[src/rtl/alu8_pkg.sv]
package alu8_pkg;

   localparam int FLAG_W = 6;
   localparam int F_C = 0;
   localparam int F_Z = 1;
   localparam int F_N = 2;
   localparam int F_V = 3;
   localparam int F_S = 4;
   localparam int F_H = 5;

   typedef enum logic [4:0] {
      OP_ADD  = 5'd0,
      OP_ADC  = 5'd1,
      OP_SUB  = 5'd2,
      OP_SBC  = 5'd3,
      OP_CMP  = 5'd4,
      OP_CPC  = 5'd5,
      OP_AND  = 5'd6,
      OP_OR   = 5'd7,
      OP_XOR  = 5'd8,
      OP_COM  = 5'd9,
      OP_NEG  = 5'd10,
      OP_INC  = 5'd11,
      OP_DEC  = 5'd12,
      OP_LSL  = 5'd13,
      OP_LSR  = 5'd14,
      OP_ROL  = 5'd15,
      OP_ROR  = 5'd16,
      OP_ASR  = 5'd17,
      OP_SWAP = 5'd18
   } alu_op_e;

   typedef enum logic [1:0] {
      GRP_NONE  = 2'd0,
      GRP_ARITH = 2'd1,
      GRP_LOGIC = 2'd2,
      GRP_SHIFT = 2'd3
   } alu_grp_e;

   // logic unit selects
   localparam logic [1:0] LG_AND = 2'd0;
   localparam logic [1:0] LG_OR  = 2'd1;
   localparam logic [1:0] LG_XOR = 2'd2;
   localparam logic [1:0] LG_NOT = 2'd3;

   // shift unit selects
   localparam logic [2:0] SH_LSL  = 3'd0;
   localparam logic [2:0] SH_LSR  = 3'd1;
   localparam logic [2:0] SH_ROL  = 3'd2;
   localparam logic [2:0] SH_ROR  = 3'd3;
   localparam logic [2:0] SH_ASR  = 3'd4;
   localparam logic [2:0] SH_SWAP = 3'd5;

   // which flags an op owns, bit order {H,S,V,N,Z,C}
   function automatic logic [FLAG_W-1:0] flag_mask(input logic [4:0] op);
      logic [FLAG_W-1:0] m;
      case (op)
         OP_ADD, OP_ADC, OP_SUB, OP_SBC,
         OP_CMP, OP_CPC, OP_NEG:          m = 6'b111111;
         OP_AND, OP_OR, OP_XOR,
         OP_INC, OP_DEC:                  m = 6'b011110;
         OP_COM, OP_LSL, OP_LSR,
         OP_ROL, OP_ROR, OP_ASR:          m = 6'b011111;
         default:                         m = 6'b000000;
      endcase
      return m;
   endfunction

   function automatic logic writes_back(input logic [4:0] op);
      return (op <= OP_SWAP) && (op != OP_CMP) && (op != OP_CPC);
   endfunction

endpackage

[src/rtl/alu8_addsub.sv]
module alu8_addsub #(
   parameter int WIDTH = 8
) (
   input  logic [WIDTH-1:0] x,
   input  logic [WIDTH-1:0] y,
   input  logic             ci,
   input  logic             sub,
   output logic [WIDTH-1:0] sum,
   output logic             c_out,
   output logic             h_out,
   output logic             v_out
);
   localparam int MSB = WIDTH - 1;
   localparam int HB  = WIDTH / 2 - 1;

   generate
      if (WIDTH < 4 || (WIDTH % 2) != 0) begin : g_bad_width
         $error("alu8_addsub: WIDTH must be even and at least 4");
      end
   endgenerate

   logic [WIDTH:0] wide;

   always_comb begin
      if (sub) wide = {1'b0, x} - {1'b0, y} - {{WIDTH{1'b0}}, ci};
      else     wide = {1'b0, x} + {1'b0, y} + {{WIDTH{1'b0}}, ci};
   end

   assign sum   = wide[WIDTH-1:0];
   assign c_out = wide[WIDTH];

   always_comb begin
      if (sub) begin
         h_out = (~x[HB] & y[HB]) | (y[HB] & sum[HB]) | (sum[HB] & ~x[HB]);
         v_out = (x[MSB] != y[MSB]) && (sum[MSB] != x[MSB]);
      end else begin
         h_out = (x[HB] & y[HB]) | (y[HB] & ~sum[HB]) | (~sum[HB] & x[HB]);
         v_out = (x[MSB] == y[MSB]) && (sum[MSB] != x[MSB]);
      end
   end

   always_comb begin
      if (!sub)
         AST_ADD_CARRY_ORDER: assert (c_out == ((sum < x) || (ci && sum == x)));
      if (sub)
         AST_SUB_BORROW_ORDER: assert (c_out == ((x < y) || (ci && x == y)));
   end

endmodule

[src/rtl/alu8_logic.sv]
module alu8_logic #(
   parameter int WIDTH = 8
) (
   input  logic [WIDTH-1:0] x,
   input  logic [WIDTH-1:0] y,
   input  logic [1:0]       sel,
   output logic [WIDTH-1:0] r
);
   import alu8_pkg::*;

   generate
      if (WIDTH < 1) begin : g_bad_width
         $error("alu8_logic: WIDTH must be positive");
      end
   endgenerate

   always_comb begin
      case (sel)
         LG_AND:  r = x & y;
         LG_OR:   r = x | y;
         LG_XOR:  r = x ^ y;
         default: r = ~x;
      endcase
   end

   always_comb begin
      if (sel == LG_NOT)
         AST_NOT_SUMS_TO_ONES: assert ((r ^ x) == {WIDTH{1'b1}});
   end

endmodule

[src/rtl/alu8_shift.sv]
module alu8_shift #(
   parameter int WIDTH = 8
) (
   input  logic [WIDTH-1:0] x,
   input  logic             ci,
   input  logic [2:0]       kind,
   output logic [WIDTH-1:0] r,
   output logic             c_out
);
   import alu8_pkg::*;

   localparam int MSB = WIDTH - 1;
   localparam int NIB = WIDTH / 2;

   generate
      if (WIDTH < 4 || (WIDTH % 2) != 0) begin : g_bad_width
         $error("alu8_shift: WIDTH must be even and at least 4");
      end
   endgenerate

   logic [WIDTH-1:0] swapped;

   generate
      for (genvar i = 0; i < NIB; i++) begin : g_swap
         assign swapped[i]       = x[i + NIB];
         assign swapped[i + NIB] = x[i];
      end
   endgenerate

   always_comb begin
      case (kind)
         SH_LSL:  begin r = {x[MSB-1:0], 1'b0};  c_out = x[MSB]; end
         SH_LSR:  begin r = {1'b0, x[MSB:1]};    c_out = x[0];   end
         SH_ROL:  begin r = {x[MSB-1:0], ci};    c_out = x[MSB]; end
         SH_ROR:  begin r = {ci, x[MSB:1]};      c_out = x[0];   end
         SH_ASR:  begin r = {x[MSB], x[MSB:1]};  c_out = x[0];   end
         default: begin r = swapped;             c_out = 1'b0;   end
      endcase
   end

   always_comb begin
      if (kind == SH_LSL)
         AST_LSL_ZERO_FILL: assert (r[0] == 1'b0);
      if (kind == SH_ROR)
         AST_ROR_CARRY_TOP: assert (r[MSB] == ci);
      if (kind == SH_ASR)
         AST_ASR_SIGN_HELD: assert (r[MSB] == x[MSB] && r[MSB-1] == x[MSB]);
   end

endmodule

[src/rtl/alu8.sv]
module alu8 #(
   parameter int WIDTH = 8
) (
   input  logic [4:0]       op_sel,
   input  logic [WIDTH-1:0] opnd_a,
   input  logic [WIDTH-1:0] opnd_b,
   input  logic             carry_in,
   input  logic [5:0]       flags_in,
   output logic [WIDTH-1:0] result,
   output logic [5:0]       flags_out,
   output logic             result_we
);
   import alu8_pkg::*;

   localparam int MSB = WIDTH - 1;

   generate
      if (WIDTH < 4 || (WIDTH % 2) != 0) begin : g_bad_width
         $error("alu8: WIDTH must be even and at least 4");
      end
   endgenerate

   // decode
   alu_grp_e          grp;
   logic [WIDTH-1:0]  as_x, as_y;
   logic              as_ci, as_sub;
   logic [1:0]        lg_sel;
   logic [2:0]        sh_kind;

   always_comb begin
      grp     = GRP_NONE;
      as_x    = opnd_a;
      as_y    = opnd_b;
      as_ci   = 1'b0;
      as_sub  = 1'b0;
      lg_sel  = LG_AND;
      sh_kind = SH_LSL;
      case (op_sel)
         OP_ADD:  grp = GRP_ARITH;
         OP_ADC:  begin grp = GRP_ARITH; as_ci = carry_in; end
         OP_SUB,
         OP_CMP:  begin grp = GRP_ARITH; as_sub = 1'b1; end
         OP_SBC,
         OP_CPC:  begin grp = GRP_ARITH; as_sub = 1'b1; as_ci = carry_in; end
         OP_NEG:  begin grp = GRP_ARITH; as_sub = 1'b1; as_x = '0; as_y = opnd_a; end
         OP_INC:  begin grp = GRP_ARITH; as_y = {{(WIDTH-1){1'b0}}, 1'b1}; end
         OP_DEC:  begin grp = GRP_ARITH; as_sub = 1'b1; as_y = {{(WIDTH-1){1'b0}}, 1'b1}; end
         OP_AND:  begin grp = GRP_LOGIC; lg_sel = LG_AND; end
         OP_OR:   begin grp = GRP_LOGIC; lg_sel = LG_OR;  end
         OP_XOR:  begin grp = GRP_LOGIC; lg_sel = LG_XOR; end
         OP_COM:  begin grp = GRP_LOGIC; lg_sel = LG_NOT; end
         OP_LSL:  begin grp = GRP_SHIFT; sh_kind = SH_LSL;  end
         OP_LSR:  begin grp = GRP_SHIFT; sh_kind = SH_LSR;  end
         OP_ROL:  begin grp = GRP_SHIFT; sh_kind = SH_ROL;  end
         OP_ROR:  begin grp = GRP_SHIFT; sh_kind = SH_ROR;  end
         OP_ASR:  begin grp = GRP_SHIFT; sh_kind = SH_ASR;  end
         OP_SWAP: begin grp = GRP_SHIFT; sh_kind = SH_SWAP; end
         default: grp = GRP_NONE;
      endcase
   end

   // datapath units
   logic [WIDTH-1:0] as_sum, lg_r, sh_r;
   logic             as_c, as_h, as_v, sh_c;

   alu8_addsub #(.WIDTH(WIDTH)) u_addsub (
      .x(as_x), .y(as_y), .ci(as_ci), .sub(as_sub),
      .sum(as_sum), .c_out(as_c), .h_out(as_h), .v_out(as_v)
   );

   alu8_logic #(.WIDTH(WIDTH)) u_logic (
      .x(opnd_a), .y(opnd_b), .sel(lg_sel), .r(lg_r)
   );

   alu8_shift #(.WIDTH(WIDTH)) u_shift (
      .x(opnd_a), .ci(carry_in), .kind(sh_kind), .r(sh_r), .c_out(sh_c)
   );

   // merge
   logic [WIDTH-1:0]  res;
   logic              c_new, h_new, v_new, n_new, z_new;
   logic [FLAG_W-1:0] calc, mask;

   always_comb begin
      case (grp)
         GRP_ARITH: begin res = as_sum; c_new = as_c; h_new = as_h; v_new = as_v; end
         GRP_LOGIC: begin res = lg_r;   c_new = 1'b1; h_new = 1'b0; v_new = 1'b0; end
         GRP_SHIFT: begin res = sh_r;   c_new = sh_c; h_new = 1'b0; v_new = sh_r[MSB] ^ sh_c; end
         default:   begin res = '0;     c_new = 1'b0; h_new = 1'b0; v_new = 1'b0; end
      endcase
      n_new = res[MSB];
      z_new = (res == '0);
      calc  = '0;
      calc[F_C] = c_new;
      calc[F_Z] = z_new;
      calc[F_N] = n_new;
      calc[F_V] = v_new;
      calc[F_S] = n_new ^ v_new;
      calc[F_H] = h_new;
      mask = flag_mask(op_sel);
   end

   assign result    = res;
   assign flags_out = (flags_in & ~mask) | (calc & mask);
   assign result_we = writes_back(op_sel);

   always_comb begin
      if (op_sel == OP_CMP || op_sel == OP_CPC)
         AST_CMP_NO_WRITE: assert (!result_we);
      if (op_sel == OP_AND || op_sel == OP_OR || op_sel == OP_XOR)
         AST_LOGIC_KEEP_CH: assert (flags_out[F_C] == flags_in[F_C] && flags_out[F_H] == flags_in[F_H] && !flags_out[F_V]);
      if (op_sel == OP_COM)
         AST_COM_SETS_C: assert (flags_out[F_C] && !flags_out[F_V] && flags_out[F_H] == flags_in[F_H]);
      if (op_sel == OP_NEG)
         AST_NEG_CARRY_NONZERO: assert (flags_out[F_C] == (opnd_a != '0));
      if (op_sel == OP_INC || op_sel == OP_DEC)
         AST_INCDEC_KEEP_CH: assert (flags_out[F_C] == flags_in[F_C] && flags_out[F_H] == flags_in[F_H]);
      if (op_sel == OP_SWAP)
         AST_SWAP_FLAGS_HELD: assert (flags_out == flags_in && result_we);
      if (mask[F_V])
         AST_SIGN_RULE: assert (flags_out[F_S] == (flags_out[F_N] ^ flags_out[F_V]));
      if (op_sel > OP_SWAP)
         AST_IDLE_CODE: assert (flags_out == flags_in && !result_we && result == '0);
   end

endmodule

[config.mk]
export PLATFORM = sky130hd
export DESIGN_NAME = alu8
export DESIGN_NICKNAME = d
export VERILOG_FILES = /design/src/rtl/alu8_pkg.sv /design/src/rtl/alu8_addsub.sv /design/src/rtl/alu8_logic.sv /design/src/rtl/alu8_shift.sv /design/src/rtl/alu8.sv
export SDC_FILE = /design/constraint.sdc
export NUM_CORES = 1
export LEC_CHECK = 0
export BUFFER_PORTS_ARGS = -buffer_cell sky130_fd_sc_hd__buf_2
export CAP_MARGIN = 0
export CORE_ASPECT_RATIO = 0.5
export CORE_MARGIN = 2
export CORE_UTILIZATION = 45
export DETAILED_ROUTE_END_ITERATION = 6
export PLACE_DENSITY = 0.69
export SYNTH_ARGS = -nofsm -noshare
export SYNTH_HDL_FRONTEND = slang
export SYNTH_SLANG_ARGS = --single-unit
[constraint.sdc]
create_clock -name vclk -period 16.14
set_input_delay 4.842 -clock vclk [all_inputs]
set_output_delay 4.842 -clock vclk [all_outputs]
set_load 0.02 [all_outputs]
==> summary.txt <==
===========================================================================
Run status ................................................... finished, final reports clean
Mux share of post-synthesis cell area ........................        3.00%
Compound-cell area share of the yosys netlist ................        33.5%
# Post-CTS Setup Buffers .....................................            0
Vertical die dimension .......................................      56.3 µm
Wire length reported by the detailed router ..................      7770 µm
Critical path capture point type ............................. primary output
Number of remaining DRC errors ...............................            0
Pin count of the biggest net entering global routing .........           26
Number of sequential cells in the layout .....................            0
Total chip power .............................................       116 µW
Hold WC Path Type ............................................ input port to primary output
Peak clock frequency supported by timing .....................   0.0699 GHz
Sum of net half-perimeters after detailed placement ..........      6270 µm
Dominant combinational cell family by area after synthesis ... compound AO/OA/AOI/OAI gates
Inserted Diodes ..............................................            0
PostCTS Resize Cnt ...........................................            0
Die outline area .............................................  0.00612 mm²
Leak pwr .....................................................   0.00132 µW
GR Overflow Total ............................................            0
Vias per inst ................................................         6.33
Crit Path Class .............................................. input port to primary output
Arrival time worst endpoint ..................................      9470 ps
Area delta synth->final ......................................        8.94%
Data required time of the critical path ......................     11300 ps
First-pass GRT wire length ...................................     12600 µm
Number of global-route vias before repair ....................         2593
Period utilisation layout ....................................        88.7%
Synth Warn # .................................................            0
Startpoint kind of the worst setup timing path ...............   input port
Width of the die .............................................       109 µm
Net count of the mapped netlist ..............................          429
Mapped Cells .................................................          357
Number of buffers inserted by port buffering .................           43
Number of nets still failing antenna checks after routing ....            0
Max-capacitance violation count ..............................            0
Worst-case vdd ir drop .......................................  0.0000222 V
Area of the core region ......................................  0.00509 mm²
Post-synthesis instance area .................................  0.00246 mm²
Final hold viol count ........................................            0
Met2 track demand over resource ..............................        40.1%
Detail-routed net length per standard cell ...................      17.1 µm
Period minus WS final ........................................     14310 ps
Instance area after placement ................................  0.00268 mm²
Measured slew at the worst slew-check pin ....................       692 ps
Final instance area ..........................................  0.00268 mm²
Register area ................................................        0 µm²
Number of failing setup endpoints in the final timing report .            0
# rows .......................................................           18
Post-route worst hold slack ..................................     10000 ps
Number of top-level design ports .............................           43
Simple-gate area share of the yosys netlist ..................        25.0%
Sequential fraction of the synthesis area ....................           0%
XOR/XNOR share of the synthesized area .......................        4.98%
Initial antenna violation count ..............................            0
Layout cells sized above 1 ...................................        14.3%
Power per cell area ..........................................  43.1 mW/mm²
Setup TNS Final ..............................................         0 ps
Filler cells .................................................          524
Hold-fix buffers, CTS ........................................            0
Number of library cell types mapped by synthesis .............           66
Met3 Usage GRT ...............................................        1.86%
Pre-Repair DR Iteration Count ................................            5
M1 GR Usage ..................................................        37.4%
Global-route usage over all layers ...........................        25.0%
Final count of pins violating max slew .......................            0
Via count ....................................................         2882
Rel. slew slack ..............................................        53.5%
Clock Buffer Count ...........................................            0
Unrepaired setup endpoints after global routing ..............           no
Nets .........................................................          459
Gr busiest metal .............................................         met2
Max FO, Critical Path ........................................           14
GPL Wtd Cong .................................................        0.907
Initial DRC Count ............................................          293
Synth Area in Adders .........................................        23.6%
Starting density of the core .................................        48.4%
Area of the multi-input gates ................................  0.00222 mm²
Synthesized area per cell ....................................     6.90 µm²
===========================================================================
==> Yosys cell counts, types with 3 or more instances <==
cell       instances  area, µm²
xnor2_1           10       87.6
a211o_1            9       78.8
inv_1             42        158
nand3_1            7       35.0
a222oi_1           3       30.0
o221ai_1           3       26.3
or3_1              3       18.8
nand2b_1           6       37.5
ha_1              40        500
nand2_1           27        101
nor3_1            11       55.1
a221oi_1           4       35.0
a31oi_1            3       18.8
a21o_1             4       30.0
and2_1             3       18.8
fa_1               4       80.1
o31ai_1            3       22.5
nand3b_1           3       22.5
buf_2              9       45.0
o22ai_1            8       50.1
and3_1             5       31.3
mux2_2             3       33.8
a211oi_1           3       22.5
nand4bb_1          3       33.8
nor2_1            30        113
mux2i_1            4       40.0
a21oi_1           21        105
o21bai_1           3       22.5
clkbuf_1           4       15.0
nor2b_1            4       25.0
o21ai_0           26        130
o211ai_1           5       37.5
xor2_1             4       35.0
==> cell families (layout without fill, tap and decap cells) <==
group	after synthesis	count (layout)
adders and majority gates	44	44
AOI/OAI and AO/OA	117	117
xor gates and xnor gates	14	14
and+or+nand+nor	117	117
muxes	7	7
buffers and inverters	58	86
==> final timing paths <==
check	slack, ps	end	depth (start not counted)	start
worst max-delay path	1830	flags_out[1]	17	op_sel[0]
worst min-delay path	10000	flags_out[1]	4	flags_in[1]
==> cells in the final DEF (no fill, tap or decap), types with 6 or more instances in the layout <==
| cell type | n |
|---|---|
| buf_2 | 43 |
| inv_1 | 42 |
| ha_1 | 40 |
| nor2_1 | 30 |
| nand2_1 | 27 |
| o21ai_0 | 26 |
| a21oi_1 | 21 |
| nor3_1 | 11 |
| xnor2_1 | 10 |
| a211o_1 | 9 |
| o22ai_1 | 8 |
| nand3_1 | 7 |
| nand2b_1 | 6 |
==> area by class of cell <==
| class | instances | share of cell area, % |
|---|---|---|
| inverters | 43 | 6.02 |
| multi-input cells | 299 | 82.7 |
| well taps | 70 | 3.26 |
| repair buffers | 43 | 8.02 |
==> per-layer routing <==
layer / up-vias / part of all wire (%)
met3: 14 / 7.4
met2: 121 / 45
met4: 0 / 1.3
met5: - / 0
li1: 1363 / -
met1: 1384 / 47
==> critical path: stages <==
cell       delay (ps)
buf_2             120
inv_1              80
ha_1              360
nand4bb_1         590
o21ai_0           570
ha_1              260
inv_1              90
ha_1              240
or4_1             500
a31oi_1           190
nor4_1             90
a211oi_1          330
or3_4             210
o311ai_4          120
or4b_1            500
o31ai_1           190
buf_2             200
==> metrics by stage <==
step | utilization [%] | worst slack, ps | cells
after floorplan | - | 2400 | 357
after global placement | 52.7 | 2080 | 455
after detailed placement | 52.7 | 1880 | 455
after CTS | 52.7 | 1870 | 455
after global routing | 52.7 | 1480 | 455
final | 52.7 | 1830 | 455
==> report_power, final <==
| group | internal [µW] | leakage [µW] | total [µW] | switching, µW |
|---|---|---|---|---|
| logic | 44.9 | 0.00132 | 116 | 70.9 |
| clock network | 0 | 0 | 0 | 0 |
| registers | 0 | 0 | 0 | 0 |
| total | 44.9 | 0.00132 | 116 | 70.9 |
Power figures use the tool's default switching activity.
